--- src/rtl/i2c_evt_pkg.sv ---
package i2c_evt_pkg;
  localparam int SR_W   = 8;
  localparam int FLAG_W = 5;
  localparam int ERR_W  = 4;

  // non-error flag indices
  localparam int F_HDR   = 0;
  localparam int F_XFER  = 1;
  localparam int F_HIT   = 2;
  localparam int F_START = 3;
  localparam int F_ADDR  = 4;

  // error flag indices (also positions in the error word)
  localparam int E_BERR = 0;
  localparam int E_ARB  = 1;
  localparam int E_NACK = 2;
  localparam int E_SDET = 3;

  // main status word positions
  localparam int S_START = 0;
  localparam int S_MST   = 1;
  localparam int S_HIT   = 2;
  localparam int S_XFER  = 3;
  localparam int S_BUSY  = 4;
  localparam int S_TX    = 5;
  localparam int S_HDR   = 6;
  localparam int S_EVT   = 7;
endpackage

--- src/rtl/i2c_evt_flags.sv ---
module i2c_evt_flags #(
  parameter int W = 5
) (
  input  logic         clk,
  input  logic         rst,
  input  logic         en_i,
  input  logic [W-1:0] set_i,
  input  logic         stat_rd_i,
  input  logic         data_acc_i,
  output logic [W-1:0] flags_n_o,
  output logic [W-1:0] flags_o
);
  logic [W-1:0] flags_q;
  logic         arm_q, arm_n, clr;

  always_comb begin
    clr = arm_q & data_acc_i;
    if (!en_i)           arm_n = 1'b0;
    else if (stat_rd_i)  arm_n = 1'b1;
    else if (data_acc_i) arm_n = 1'b0;
    else                 arm_n = arm_q;
    flags_n_o = en_i ? ((flags_q & ~{W{clr}}) | set_i) : '0;
  end

  always_ff @(posedge clk) begin
    if (rst) begin
      flags_q <= '0;
      arm_q   <= 1'b0;
    end else begin
      flags_q <= flags_n_o;
      arm_q   <= arm_n;
    end
  end

  assign flags_o = flags_q;

  AST_FLAGS_STICKY: assert property (@(posedge clk) disable iff (rst)
    en_i && !data_acc_i |=> ((flags_q & $past(flags_q)) == $past(flags_q)));
  AST_FLAGS_OFF: assert property (@(posedge clk) disable iff (rst)
    !en_i |=> flags_q == '0);
endmodule

--- src/rtl/i2c_evt_errs.sv ---
module i2c_evt_errs #(
  parameter int W = 4
) (
  input  logic         clk,
  input  logic         rst,
  input  logic         en_i,
  input  logic [W-1:0] set_i,
  input  logic         rd_i,
  output logic [W-1:0] errs_n_o,
  output logic [W-1:0] errs_o
);
  logic [W-1:0] errs_q;

  always_comb
    errs_n_o = en_i ? ((errs_q & ~{W{rd_i}}) | set_i) : '0;

  always_ff @(posedge clk) begin
    if (rst) errs_q <= '0;
    else     errs_q <= errs_n_o;
  end

  assign errs_o = errs_q;

  AST_ERR_RD_CLR: assert property (@(posedge clk) disable iff (rst)
    rd_i && set_i == '0 |=> errs_q == '0);
endmodule

--- src/rtl/i2c_evt_stop.sv ---
module i2c_evt_stop (
  input  logic clk,
  input  logic rst,
  input  logic master_i,
  input  logic wr_i,
  input  logic wdata_i,
  input  logic sent_i,
  output logic stop_n_o,
  output logic stop_o
);
  logic stop_q;

  always_comb begin
    if (wr_i)                  stop_n_o = wdata_i;
    else if (master_i && sent_i) stop_n_o = 1'b0;
    else                       stop_n_o = stop_q;
  end

  always_ff @(posedge clk) begin
    if (rst) stop_q <= 1'b0;
    else     stop_q <= stop_n_o;
  end

  assign stop_o = stop_q;

  AST_SLAVE_STOP_KEPT: assert property (@(posedge clk) disable iff (rst)
    stop_q && !master_i && !wr_i |=> stop_q);
  AST_MASTER_STOP_DONE: assert property (@(posedge clk) disable iff (rst)
    master_i && sent_i && !wr_i |=> !stop_q);
endmodule

--- src/rtl/i2c_evt_ctrl.sv ---
module i2c_evt_ctrl
  import i2c_evt_pkg::*;
#(
  parameter int SR_W_P   = SR_W,
  parameter int FLAG_W_P = FLAG_W,
  parameter int ERR_W_P  = ERR_W
) (
  input  logic              clk,
  input  logic              rst,
  input  logic              en_i,
  input  logic              master_i,
  input  logic              dir_tx_i,
  input  logic              busy_i,
  input  logic              ack_en_i,
  input  logic              hdr10_set_i,
  input  logic              xfer_done_set_i,
  input  logic              addr_hit_set_i,
  input  logic              start_set_i,
  input  logic              addr_sent_set_i,
  input  logic              nack_set_i,
  input  logic              stop_det_set_i,
  input  logic              arb_lost_set_i,
  input  logic              bus_err_set_i,
  input  logic              stat_rd_i,
  input  logic              err_rd_i,
  input  logic              data_acc_i,
  input  logic              ie_wr_i,
  input  logic              ie_wdata_i,
  input  logic              stop_wr_i,
  input  logic              stop_wdata_i,
  input  logic              stop_sent_i,
  output logic [SR_W_P-1:0] stat_o,
  output logic [SR_W_P-1:0] err_o,
  output logic              evt_o,
  output logic              irq_en_o,
  output logic              stop_req_o,
  output logic              irq_o,
  output logic              scl_hold_o,
  output logic              stop_gen_o,
  output logic              release_o
);
  localparam int PAD_W = SR_W_P - ERR_W_P;

  logic [FLAG_W_P-1:0] flag_set, flags_n, flags_q;
  logic [ERR_W_P-1:0]  err_set, errs_n, errs_q;
  logic                stop_n, stop_q;
  logic                ie_q, ie_n, evt_n;
  logic [SR_W_P-1:0]   stat_q, stat_n;
  logic                evt_q, irq_q, scl_q, gen_q, rel_q;

  always_comb begin
    flag_set          = '0;
    flag_set[F_HDR]   = hdr10_set_i;
    flag_set[F_XFER]  = xfer_done_set_i;
    flag_set[F_HIT]   = addr_hit_set_i & ack_en_i;
    flag_set[F_START] = start_set_i & master_i;
    flag_set[F_ADDR]  = addr_sent_set_i & master_i;
    err_set           = '0;
    err_set[E_BERR]   = bus_err_set_i;
    err_set[E_ARB]    = arb_lost_set_i & master_i;
    err_set[E_NACK]   = nack_set_i;
    err_set[E_SDET]   = stop_det_set_i & ~master_i;
  end

  i2c_evt_flags #(.W(FLAG_W_P)) u_flags (
    .clk(clk), .rst(rst), .en_i(en_i), .set_i(flag_set),
    .stat_rd_i(stat_rd_i), .data_acc_i(data_acc_i),
    .flags_n_o(flags_n), .flags_o(flags_q)
  );

  i2c_evt_errs #(.W(ERR_W_P)) u_errs (
    .clk(clk), .rst(rst), .en_i(en_i), .set_i(err_set), .rd_i(err_rd_i),
    .errs_n_o(errs_n), .errs_o(errs_q)
  );

  i2c_evt_stop u_stop (
    .clk(clk), .rst(rst), .master_i(master_i), .wr_i(stop_wr_i),
    .wdata_i(stop_wdata_i), .sent_i(stop_sent_i),
    .stop_n_o(stop_n), .stop_o(stop_q)
  );

  always_comb begin
    if (!en_i)        ie_n = 1'b0;
    else if (ie_wr_i) ie_n = ie_wdata_i;
    else              ie_n = ie_q;
    evt_n           = (|flags_n) | (|errs_n);
    stat_n          = '0;
    stat_n[S_EVT]   = evt_n;
    stat_n[S_HDR]   = flags_n[F_HDR];
    stat_n[S_TX]    = dir_tx_i;
    stat_n[S_BUSY]  = busy_i;
    stat_n[S_XFER]  = flags_n[F_XFER];
    stat_n[S_HIT]   = flags_n[F_HIT];
    stat_n[S_MST]   = master_i;
    stat_n[S_START] = flags_n[F_START];
  end

  always_ff @(posedge clk) begin
    if (rst) begin
      ie_q   <= 1'b0;
      evt_q  <= 1'b0;
      irq_q  <= 1'b0;
      scl_q  <= 1'b0;
      gen_q  <= 1'b0;
      rel_q  <= 1'b0;
      stat_q <= '0;
    end else begin
      ie_q   <= ie_n;
      evt_q  <= evt_n;
      irq_q  <= evt_n & ie_n & en_i;
      scl_q  <= |flags_n;
      gen_q  <= stop_n & master_i & en_i & (flags_n[F_XFER] | flags_n[F_START]);
      rel_q  <= stop_n & ~master_i & en_i & flags_n[F_XFER];
      stat_q <= stat_n;
    end
  end

  assign stat_o     = stat_q;
  assign err_o      = {{PAD_W{1'b0}}, errs_q};
  assign evt_o      = evt_q;
  assign irq_en_o   = ie_q;
  assign stop_req_o = stop_q;
  assign irq_o      = irq_q;
  assign scl_hold_o = scl_q;
  assign stop_gen_o = gen_q;
  assign release_o  = rel_q;

  AST_IRQ_GATED: assert property (@(posedge clk) disable iff (rst)
    irq_o |-> irq_en_o && evt_o);
  AST_HOLD_NEEDS_EVT: assert property (@(posedge clk) disable iff (rst)
    scl_hold_o |-> evt_o);
  AST_OFF_QUIET: assert property (@(posedge clk) disable iff (rst)
    !en_i |=> !evt_o && !irq_en_o && !irq_o);
  AST_GEN_REL_EXCL: assert property (@(posedge clk) disable iff (rst)
    !(stop_gen_o && release_o));
  AST_STOP_KEEP_OFF: assert property (@(posedge clk) disable iff (rst)
    !en_i && !stop_wr_i && !stop_sent_i |=> $stable(stop_req_o));
endmodule

--- config.mk ---
export PLATFORM = sky130hd
export DESIGN_NAME = i2c_evt_ctrl
export DESIGN_NICKNAME = d
export VERILOG_FILES = /design/src/rtl/i2c_evt_pkg.sv /design/src/rtl/i2c_evt_flags.sv /design/src/rtl/i2c_evt_errs.sv /design/src/rtl/i2c_evt_stop.sv /design/src/rtl/i2c_evt_ctrl.sv
export SDC_FILE = /design/constraint.sdc
export NUM_CORES = 1
export LEC_CHECK = 0
export BUFFER_PORTS_ARGS = -buffer_cell sky130_fd_sc_hd__buf_2
export CAP_MARGIN = 20
export CELL_PAD_IN_SITES_DETAIL_PLACEMENT = 0
export CELL_PAD_IN_SITES_GLOBAL_PLACEMENT = 1
export CORE_MARGIN = 1.5
export CORE_UTILIZATION = 32
export DETAILED_ROUTE_END_ITERATION = 10
export GPL_ROUTABILITY_DRIVEN = 0
export MAX_ROUTING_LAYER = met4
export PLACE_DENSITY_LB_ADDON = 0.08
export SKIP_CTS_REPAIR_TIMING = 1
export SYNTH_ARGS = -nofsm -noshare
export SYNTH_HDL_FRONTEND = slang
export SYNTH_SLANG_ARGS = --single-unit
--- constraint.sdc ---
create_clock -name clk -period 2.1 [get_ports clk]
set_input_delay 0.21 -clock clk [delete_from_list [all_inputs] [get_ports clk]]
set_output_delay 0.21 -clock clk [all_outputs]
set_load 0.1 [all_outputs]
# Word-level counts from Yosys, hierarchy flattened
# Index checks and enable logic that the tools add are counted.
[op_classes] eq_ne=0 n_mul=0 div=0 muxes=8 addsub=0 reduce_logical=5 n_shift=0 magnitude_cmp=0 bitwise=24
[ops] op="$and 1x1->1" n=14
[ops] op="$mux 1" n=6
[ops] op="$and 5x5->5" n=1
[ops] op="$mux 5" n=1
[ops] op="$not 5->5" n=1
[ops] op="$or 5x5->5" n=1
[ops] op="$reduce_or 5->1" n=1
[ops] op="$and 4x4->4" n=1
[ops] op="$mux 4" n=1
[ops] op="$not 4->4" n=1
[ops] op="$or 4x4->4" n=1
[ops] op="$reduce_or 4->1" n=1
[ops] op="$not 1->1" n=2
[ops] op="$or 1x1->1" n=2
[ops] op="$reduce_bool 2->1" n=1
[ops] op="$reduce_or 2->1" n=1
[ops] op="$logic_and 1x1->1" n=1
[word_totals] register_bits=25 rom_bits=0 in_bits=24 out_inout_bits=23 mem_count=0 wordCells=48 mem_bits_rw=0 latch_bits=0

# Longest topological paths before layout
# Gate-level depths: netlist of the first run.
[logic_depth] ltp_word=9 depth_mapped=4 depth_no_buf=3

# Hierarchy
# Synthesis of the first run repeated with hierarchy kept, for this count alone.
[unflattened] cells_unflattened=110 hier_area_um2=1066.0
[by_module_without_submodules] mod="i2c_evt_ctrl" seq_area_each_um2=260.2 area_per_inst_um2=490.5 cells_each=44 n_inst=1
[by_module_without_submodules] mod="i2c_evt_flags" seq_area_each_um2=120.1 area_per_inst_um2=329.1 cells_each=43 n_inst=1
[by_module_without_submodules] mod="i2c_evt_errs" seq_area_each_um2=80.1 area_per_inst_um2=183.9 cells_each=17 n_inst=1
[by_module_without_submodules] mod="i2c_evt_stop" seq_area_each_um2=20.0 area_per_inst_um2=62.6 cells_each=6 n_inst=1

# Worst setup path after synthesis of the first run
# No wires, ideal clock.
[synth_path] path_kind="reg2reg" start="reg u_errs.errs_q[0], in the netlist u_errs.errs_o[0]" end="reg irq_q, in the netlist irq_o" arrival_time_ps=1504 path_buffers=0 setup_slack_ps=522 period_less_slack_ps=1578 stages_incl_launch_ff=4 path_cell_list="dfxtp_1 -> nor4_1 -> o2111a_1 -> a31oi_1"
[synth_via] elab_chain_cells=7
[synth_lines] element="from (decl)" line="i2c_evt_errs.sv:12" rtl="logic [W-1:0] errs_q;"
[synth_lines] element="from (signal assigned)" line="i2c_evt_errs.sv:19" rtl="else errs_q <= errs_n_o;"
[synth_lines] element="$and 4x4->4" line="i2c_evt_errs.sv:15" rtl="errs_n_o = en_i ? ((errs_q & ~{W{rd_i}}) | set_i) : '0;"
[synth_lines] element="$or 4x4->4" line="i2c_evt_errs.sv:15"
[synth_lines] element="$mux 4" line="i2c_evt_errs.sv:15"
[synth_lines] element="$reduce_or 4->1" line="i2c_evt_ctrl.sv:86" rtl="evt_n = (|flags_n) | (|errs_n);"
[synth_lines] element="$or 1x1->1" line="i2c_evt_ctrl.sv:86"
[synth_lines] element="$and 1x1->1 (2 in series)" line="i2c_evt_ctrl.sv:110" rtl="irq_q <= evt_n & ie_n & en_i;"
[synth_lines] element="to (signal assigned)" line="i2c_evt_ctrl.sv:110"
[synth_lines] element="to (decl)" line="i2c_evt_ctrl.sv:49" rtl="logic evt_q, irq_q, scl_q, gen_q, rel_q;"
# No other way between the ends.
# A chain may end at the register's enable or synchronous reset.

# Worst setup path in the final report of the first run
[layout_path] start="reg stat_q[2], in the netlist stat_o[2]" end="out stat_o[2]"
[layout_rtl] element="from (decl)" line="i2c_evt_ctrl.sv:48" rtl="logic [SR_W_P-1:0] stat_q, stat_n;"
[layout_rtl] element="from (signal assigned)" line="i2c_evt_ctrl.sv:114" rtl="stat_q <= stat_n;"
[layout_rtl] element="to (decl)" line="i2c_evt_ctrl.sv:32" rtl="output logic [SR_W_P-1:0] stat_o,"
# No word-level cell between the ends.

==> out/results.txt, run 1 <==
Outcome: completed
Full die area: 2840 µm²
Total power: 0.9464 mW
GR Util met1: 0.1517
GRT overflow: 0
Core ar.: 2432 µm²
Layout area overhead: 29.06%
Via density per instance: 4.503
Tmin final: 1357 ps
DRT Pass-1 Iters: 3
Critical path endpoint: stat_o[2]
Crit-path max cell delay: 450 ps
FMAX: 0.7370 GHz
Post-synth top area share: 0.4946
Max stage delay cell, worst path: buf_2
R2r startpoint: u_flags.arm_q$_SDFFE_PP0P_
GRT Total Usage: 0.1233
Number of port buffers: 42
Max reg flops: 8
Initial antenna violation count: 0
Row count: 18
Largest cells by area after synthesis: dfxtp_1 49%, buf_4 8.3%, a2111oi_4 6.8%, nor2_1 5.6%, a21oi_1 4.9%
Most frequent cells in the layout: 42 x buf_2, 20 x dfxtp_1, 12 x nor2_1
N_diodes: 0
Post-DRT Antenna Nets: 0
Worst-Margin Slew: 541.1 ps
Cell count of the worst hold path: 2
FILL cells: 265
Chip width: 53.30 µm
Final Hold Fails: 0
Via count: 680
Hold WC Path Type: in -> reg
Internal Dissipation: 0.6355 mW
Initial DRC count: 2
Cell Area, Synth: 809.5 µm²
Met2 GRT Util: 0.1831
Worst-case clock buffer depth: 2
Share of cells above drive strength 1: 0.4050
Pwr/cell area: 905.9 nW/µm²
Post-synth top area cell: dfxtp_1
Final TNS setup: 0 ps
Critical path depth: 1
Final worst slack: 743.2 ps
Reg2reg path depth: 3
Final core utilization: 0.4295
Post-Layout Inst Area: 1045 µm²
Busiest grt layer: met2
CP Max Fanout: 3
R2R setup slack: 880 ps
RSZ-0062 raised after global routing: false
WP data arrival: 1150 ps
Crit end category: output port
Synth Register Bits: 20
Power share of the combinational group: 0.247
Post-detail-place hpwl: 1252 µm
Register Area: 400.4 µm²
First-pass GRT wire length: 2415 µm
Post-placement cell area: 992.2 µm²
Routed wire per std cell: 10.58 µm
Area occupied by multi-input gates: 329.1 µm²
Sequential share of power: 0.426
Fin. max-slew vios: 0
Largest net degree at the start of global routing: 16
Clock skew: 10.06 ps
H-Tree Level Count: 1
Final Cycle Share: 0.6461
Max Cap Viol: 0
Reg-to-Reg End: stat_o[7]$_SDFF_PP0_
Vias in the first global route: 589
Clk_lat worst skew: 300 ps
Post-Route WL: 1598 µm
Die Ht: 53.30 µm
Worst slack at placement: 801.9 ps
Avg Cell Area, Syn: 9.753 µm²
Yosys warns: 0
Worst path top cell family by delay: buffers and inverters
Clock sinks: 20
I/O pin total: 47
Root buffer cell: clkbuf_4
CTS tree: done
CTS buffer count: 3
Register area share after synthesis: 0.4946
VDD IR max: 382.0 µV
Rel. slew slack: 0.6392
Synth unique cells: 24
Drt drc: 0
Final setup fails: 0
Critical Path, Cell by Cell: buf_2
CP startpoint: stat_o[2]$_SDFF_PP0_
Met3 GRT Util: 0.02542
Clock Power Share: 0.327
Sw Share: 0.3285
CTS clock-pin slew for the worst setup and hold paths: 120 ps
Req. time, crit path: 1890 ps
Initial Util: 0.3328
Crit path buf inv count: 1
Crit path kind: reg -> out
Startpoint types: flop
Cells after Synth: 83
Leading cell type in the layout, fill and taps excluded: buf_2
Fin nets: 146
Sw power: 0.3109 mW
Leakage Power: 0.5203 nW
## kinds of logic (layout without fill, tap and decap cells)
family / count (synthesis) / after routing / share of synthesized area
other cells: 1 / 4 / 0.004632
mux: 2 / 2 / 0.02473
buf+inv: 15 / 50 / 0.1128
flops: 20 / 20 / 0.4946
compound gates: 19 / 19 / 0.2040
simple gates: 26 / 26 / 0.1592
## worst min-delay path by stage
stage | startpoint | endpoint | slack (ps)
after floorplan | rst | stat_o[1]$_SDFF_PP0_ | 280
after global placement | rst | stat_o[1]$_SDFF_PP0_ | 420
after detailed placement | busy_i | stat_o[4]$_SDFF_PP0_ | 430
after CTS | rst | stat_o[1]$_SDFF_PP0_ | 100
after global routing | rst | stat_o[4]$_SDFF_PP0_ | 110
final | rst | stat_o[1]$_SDFF_PP0_ | 110
## synth_stat cells
| master | number |
|---|---|
| a2bb2oi_1 | 1 |
| nor3_1 | 1 |
| dfxtp_1 | 20 |
| and2_0 | 1 |
| mux2i_1 | 2 |
| conb_1 | 1 |
| or2_1 | 1 |
| o21a_1 | 1 |
| a22oi_1 | 2 |
| nor2b_1 | 2 |
| nand2_4 | 1 |
| nand2_1 | 3 |
| nand2b_1 | 2 |
| buf_4 | 9 |
| nor2_1 | 12 |
| buf_2 | 1 |
| a21boi_1 | 2 |
| nor4_1 | 3 |
| a31oi_1 | 2 |
| a21oi_1 | 8 |
| o2111a_1 | 1 |
| clkbuf_1 | 1 |
| inv_1 | 4 |
| a2111oi_4 | 2 |
## layer usage
| metal | share of wire | wire length [µm] |
|---|---|---|
| met2 | 0.45 | 727 |
| met5 | 0 | 0 |
| met4 | 0.011 | 18 |
| met3 | 0.086 | 138 |
| met1 | 0.45 | 714 |
## power by group through the flow
stage,clock (mW),sequential (mW),combinational [mW]
2_1_floorplan,0,0.493,0.118
3_3_place_gp,0,0.412,0.235
3_5_place_dp,0,0.412,0.235
4_1_cts,0.320,0.404,0.236
5_1_grt,0.332,0.406,0.246
6_report,0.309,0.403,0.234
## metrics by stage
| step | instances | hold WS (ps) |
|---|---|---|
| finish | 151 | 105.1 |
| global route | 151 | 110.6 |
| CTS | 151 | 96.59 |
| detailed placement | 147 | 431.7 |
| global placement | 147 | 419.2 |
| floorplan | 86 | 276.7 |
## cell type report
class,instances,share of cell area
Multi-Input combinational cell,51,0.3150
Sequential cell,20,0.3832
Tap cell,30,0.03593
Clock buffer,3,0.02156
Inverter,4,0.01437
Clock inverter,1,0.02874
Timing Repair Buffer,42,0.2012
No activity file was read; power rests on OpenSTA's default activity.
==> inputs of run 2 (changes only) <==
CORE_UTILIZATION = 29   (was 32)
clock period = 1.4 ns   (was 2.1 ns; I/O delays follow)
==> run 2 against run 1 <==
Effect of this change:
- combinational power increased by 53%
- sequential share of layout area about the same
- global-route usage decreased by 0.54 points
- cell area increased by 2.3%
- clock power increased by 52%
- first-iteration DRC count increased to 8.5 times the previous value
- sequential cell count unchanged
- final cell count increased by 1.3%
- largest cell class unchanged
- sequential power increased by 51%
- die area increased by 9.8%
- core utilization decreased by 1.3 points
- non-clock buffer count increased by 2
==> out/results.txt, run 2 (synthesis gave the netlist of run 1 again) <==
Outcome: completed (unchanged)
Die Ht: 55.84 µm (was 53.30 µm)
Initial antenna violation count: 0 (unchanged)
Most frequent cells in the layout: 42 x buf_2, 13 x dfxtp_1, 12 x nor2_1 (was 42 x buf_2, 20 x dfxtp_1, 12 x nor2_1)
Root buffer cell: clkbuf_4 (unchanged)
Max Cap Viol: 0 (unchanged)
Leakage Power: 0.5320 nW (was 0.5203 nW)
Via count: 681 (was 680)
First-pass GRT wire length: 2808 µm (was 2415 µm)
Startpoint types: flop (unchanged)
Drt drc: 0 (unchanged)
Final core utilization: 0.4162 (was 0.4295)
Sequential share of power: 0.423 (was 0.426)
Fin. max-slew vios: 0 (unchanged)
Worst path top cell family by delay: buffers and inverters (unchanged)
Cell count of the worst hold path: 2 (unchanged)
Initial Util: 0.3153 (was 0.3328)
Final Cycle Share: 0.9210
GRT overflow: 0 (unchanged)
Final setup fails: 0 (unchanged)
I/O pin total: 47 (unchanged)
Hold WC Path Type: in -> reg (unchanged)
Leading cell type in the layout, fill and taps excluded: buf_2 (unchanged)
Max stage delay cell, worst path: buf_2 (unchanged)
Max reg flops: 8 (unchanged)
R2R setup slack: 190 ps (was 880 ps)
Crit path buf inv count: 1 (unchanged)
HP Start: rst (unchanged)
Crit-path max cell delay: 450 ps (about the same)
DRT Pass-1 Iters: 4 (was 3)
Post-DRT Antenna Nets: 0 (unchanged)
Chip width: 55.84 µm (was 53.30 µm)
Register Area: 409.1 µm² (was 400.4 µm²)
Post-detail-place hpwl: 1393 µm (was 1252 µm)
FILL cells: 280 (was 265)
Clock Power Share: 0.328 (was 0.327)
Layout area overhead: 31.99% (was 29.06%)
Clock sinks: 20 (unchanged)
WP data arrival: 1150 ps (about the same)
Worst-case clock buffer depth: 2 (unchanged)
Final Hold Fails: 0 (unchanged)
Hold Path End: stat_o[1]$_SDFF_PP0_ (unchanged)
CTS clock-pin slew for the worst setup and hold paths: 120 ps (about the same)
Req. time, crit path: 1260 ps (was 1890 ps)
Full die area: 3118 µm² (was 2840 µm²)
Crit path kind: reg -> out (unchanged)
Reg-to-Reg End: stat_o[7]$_SDFF_PP0_ (unchanged)
Share of cells above drive strength 1: 0.4715 (was 0.4050)
N_diodes: 0 (unchanged)
Reg2reg path depth: 3 (unchanged)
Largest net degree at the start of global routing: 13 (was 16)
FMAX: 0.7756 GHz
WHS: 24.27 ps (was 105.1 ps)
Clk_lat worst skew: 300 ps (about the same)
Vias in the first global route: 620 (was 589)
CTS buffer count: 3 (unchanged)
CP Max Fanout: 3 (unchanged)
Pwr/cell area: 1343 nW/µm² (was 905.9 nW/µm²)
RSZ-0062 raised after global routing: false (unchanged)
Tmin final: 1289 ps
R2r startpoint: u_flags.arm_q$_SDFFE_PP0P_ (unchanged)
Initial DRC count: 17 (was 2)
H-Tree Level Count: 1 (unchanged)
Fin nets: 148 (was 146)
Routed wire per std cell: 11.27 µm (was 10.58 µm)
Area occupied by multi-input gates: 329.1 µm² (unchanged)
Via density per instance: 4.451 (was 4.503)
GRT Total Usage: 0.1179 (was 0.1233)
Critical Path, Cell by Cell: buf_2 (unchanged)
VDD IR max: 511.9 µV (was 382.0 µV)
CTS tree: done (unchanged)
Final TNS setup: 0 ps (unchanged)
Clock skew: 13.74 ps (was 10.06 ps)
Number of port buffers: 42 (unchanged)
Internal Dissipation: 0.9586 mW (was 0.6355 mW)
Core ar.: 2567 µm² (was 2432 µm²)
Crit end category: output port (unchanged)
Power share of the combinational group: 0.249 (was 0.247)
Sw Share: 0.3320 (was 0.3285)
Post-Route WL: 1724 µm (was 1598 µm)
Row count: 18 (unchanged)
Sw power: 0.4765 mW (was 0.3109 mW)
[run 2: final cells by class]
cell class / count / share of cell area
sequential: 20 / 0.3829
tap: 30 / 0.03513
multi-input combinational: 51 / 0.3080
clock buffer: 3 / 0.02108
inverter: 4 / 0.01405
timing repair buffer: 44 / 0.2108
clock inverter: 1 / 0.02810
[run 2: worst max path at each step]
stage,from,to,slack (ps),cells after the start
2_1_floorplan,u_errs.errs_o[0]$_SDFF_PP0_,stat_o[7]$_SDFF_PP0_,160,3
3_3_place_gp,u_flags.arm_q$_SDFFE_PP0P_,stat_o[7]$_SDFF_PP0_,230,3
3_5_place_dp,u_flags.arm_q$_SDFFE_PP0P_,stat_o[7]$_SDFF_PP0_,200,3
4_1_cts,stat_o[2]$_SDFF_PP0_,stat_o[2],80,1
5_1_grt,stat_o[2]$_SDFF_PP0_,stat_o[2],30,1
6_report,stat_o[2]$_SDFF_PP0_,stat_o[2],110,1
[run 2: layer usage]
| layer | track usage | part of all wire | wire length (µm) | vias to the layer above |
|---|---|---|---|---|
| met5 | - | 0 | 0 | - |
| met2 | 0.1820 | 0.44 | 765 | 31 |
| met1 | 0.1447 | 0.47 | 805 | 294 |
| met4 | 0.04082 | 0.013 | 23 | 0 |
| met3 | 0.03953 | 0.075 | 130 | 4 |
| li1 | - | - | - | 352 |
[run 2: stage by stage]
step | power (mW) | area (µm²) | instances | setup WS (ps)
global placement | 0.9778 | 1016 | 149 | 227.8
global route | 1.506 | 1069 | 153 | 28.07
finish | 1.435 | 1069 | 153 | 110.7
detailed placement | 0.9792 | 1016 | 149 | 199.6
floorplan | 0.9182 | 829.5 | 86 | 155.3
CTS | 1.457 | 1069 | 153 | 81.78
[run 2: power groups by stage]
stage / clock network, mW / registers [mW] / logic [mW]
after floorplan: 0 / 0.741 / 0.177
after global placement: 0 / 0.620 / 0.358
after detailed placement: 0 / 0.621 / 0.358
after CTS: 0.490 / 0.608 / 0.359
after global routing: 0.522 / 0.611 / 0.374
final: 0.471 / 0.607 / 0.357
==> inputs of run 3 (changes only) <==
CORE_MARGIN = unset   (was 1.5)
==> run 3 against run 2 <==
Effect of this change:
- sequential cell count unchanged
- setup slack got worse by 3.0 ps
- count of clock-buffer cells in the layout stayed put
- critical path type unchanged
==> out/results.txt, run 3 (synthesis gave the netlist of run 1 again) <==
Outcome: completed (unchanged)
Row count: 18 (unchanged)
Post-detail-place hpwl: 1311 µm (was 1393 µm)
Die Ht: 54.84 µm (was 55.84 µm)
Root buffer cell: clkbuf_4 (unchanged)
Req. time, crit path: 1260 ps (about the same)
Max reg flops: 8 (unchanged)
Fin nets: 148 (unchanged)
Post-DRT Antenna Nets: 0 (unchanged)
CP Max Fanout: 3 (unchanged)
Leakage Power: 0.5320 nW (unchanged)
DRT Pass-1 Iters: 4 (unchanged)
Worst path top cell family by delay: buffers and inverters (unchanged)
Number of port buffers: 42 (unchanged)
Post-Route WL: 1659 µm (was 1724 µm)
Crit path kind: reg -> out (unchanged)
CTS buffer count: 3 (unchanged)
Critical Path, Cell by Cell: buf_2 (unchanged)
Startpoint types: flop (unchanged)
R2R setup slack: 210 ps (was 190 ps)
Final Cycle Share: 0.9231 (was 0.9210)
Initial DRC count: 11 (was 17)
Leading cell type in the layout, fill and taps excluded: buf_2 (unchanged)
Routed wire per std cell: 10.84 µm (was 11.27 µm)
RSZ-0062 raised after global routing: false (unchanged)
Crit-path max cell delay: 450 ps (about the same)
First-pass GRT wire length: 2415 µm (was 2808 µm)
GRT Total Usage: 0.1238 (was 0.1179)
Clk_lat worst skew: 300 ps (about the same)
Cell count of the worst hold path: 2 (unchanged)
VDD IR max: 851.5 µV (was 511.9 µV)
Worst-case clock buffer depth: 2 (unchanged)
GRT overflow: 0 (unchanged)
N_diodes: 0 (unchanged)
Core ar.: 2567 µm² (unchanged)
H-Tree Level Count: 1 (unchanged)
Vias in the first global route: 538 (was 620)
CTS tree: done (unchanged)
Tmin final: 1292 ps (was 1289 ps)
Final setup fails: 0 (unchanged)
Post-placement cell area: 1016 µm² (unchanged)
R2r startpoint: u_flags.arm_q$_SDFFE_PP0P_ (unchanged)
Pwr/cell area: 1339 nW/µm² (was 1343 nW/µm²)
Crit path buf inv count: 1 (unchanged)
Max Cap Viol: 0 (unchanged)
Crit end category: output port (unchanged)
Clock skew: 8.527 ps (was 13.74 ps)
Fin. max-slew vios: 0 (unchanged)
Most frequent cells in the layout: 42 x buf_2, 13 x dfxtp_1, 12 x nor2_1 (unchanged)
Chip width: 54.84 µm (was 55.84 µm)
Post-Layout Inst Area: 1069 µm² (unchanged)
I/O pin total: 47 (unchanged)
WP data arrival: 1150 ps (about the same)
Largest net degree at the start of global routing: 13 (unchanged)
Hold WC Path Type: in -> reg (unchanged)
Via count: 700 (was 681)
Final Hold Fails: 0 (unchanged)
FMAX: 0.7738 GHz (was 0.7756 GHz)
Final TNS setup: 0 ps (unchanged)
Via density per instance: 4.575 (was 4.451)
Initial antenna violation count: 0 (unchanged)
Layout area overhead: 31.99% (unchanged)
Initial Util: 0.3153 (unchanged)
Hold Path End: stat_o[4]$_SDFF_PP0_ (was stat_o[1]$_SDFF_PP0_)
Share of cells above drive strength 1: 0.4715 (unchanged)
HP Start: busy_i (was rst)
Drt drc: 0 (unchanged)
Clock sinks: 20 (unchanged)
Reg2reg path depth: 3 (unchanged)
Reg-to-Reg End: stat_o[7]$_SDFF_PP0_ (unchanged)
Full die area: 3007 µm² (was 3118 µm²)
Max stage delay cell, worst path: buf_2 (unchanged)
CTS clock-pin slew for the worst setup and hold paths: 120 ps (about the same)
[run 3: worst max path at each step]
stage	start	to	slack, ps	depth (start not counted)
after floorplan	u_errs.errs_o[0]$_SDFF_PP0_	stat_o[7]$_SDFF_PP0_	160	3
after global placement	u_flags.arm_q$_SDFFE_PP0P_	stat_o[7]$_SDFF_PP0_	230	3
after detailed placement	u_flags.arm_q$_SDFFE_PP0P_	irq_o$_SDFF_PP0_	200	3
after CTS	stat_o[2]$_SDFF_PP0_	stat_o[2]	70	1
after global routing	stat_o[2]$_SDFF_PP0_	stat_o[2]	40	1
final	stat_o[2]$_SDFF_PP0_	stat_o[2]	110	1
[run 3: worst reg2reg max path, cell delays in order (launching register included)]
cell and delay (ps):
dfxtp_1 430, nand2_4 110, a2111oi_4 420, a31oi_1 130
[run 3: layer usage]
layer / GRT usage / share of wire / wire length [µm]
met2: 0.1847 / 0.45 / 751
met3: 0.03333 / 0.090 / 150
met5: - / 0 / 0
met4: 0.07692 / 0.0090 / 15
met1: 0.1457 / 0.45 / 741
[run 3: cell type report]
type	instances	area [µm²]
fillers	280	1499
flip-flops and latches	20	409.1
multi-input cells	51	329.1
repair buffers	44	225.2
well taps	30	37.54
clock inverters	1	30.03
clock buffers	3	22.52
inverters	4	15.01
[run 3: per-stage QoR]
stage / hold WS (ps) / total power [mW] / setup slack (ps) / instances / utilization
6_report: 33.88 / 1.430 / 107.6 / 153 / 0.4162
5_1_grt: 11.66 / 1.508 / 35.94 / 153 / 0.4162
4_1_cts: 16.34 / 1.457 / 73.39 / 153 / 0.4162
3_5_place_dp: 352.9 / 0.9776 / 198.6 / 149 / 0.3957
3_3_place_gp: 352.4 / 0.9777 / 229.5 / 149 / 0.3957
2_1_floorplan: 205.0 / 0.9182 / 155.3 / 86 / -
[run 3: report_power, final]
| part | switching (mW) | total [mW] | internal [mW] |
|---|---|---|---|
| sequential | 0.0130 | 0.607 | 0.594 |
| clock | 0.178 | 0.467 | 0.289 |
| combinational | 0.281 | 0.356 | 0.0749 |
| total | 0.472 | 1.43 | 0.958 |
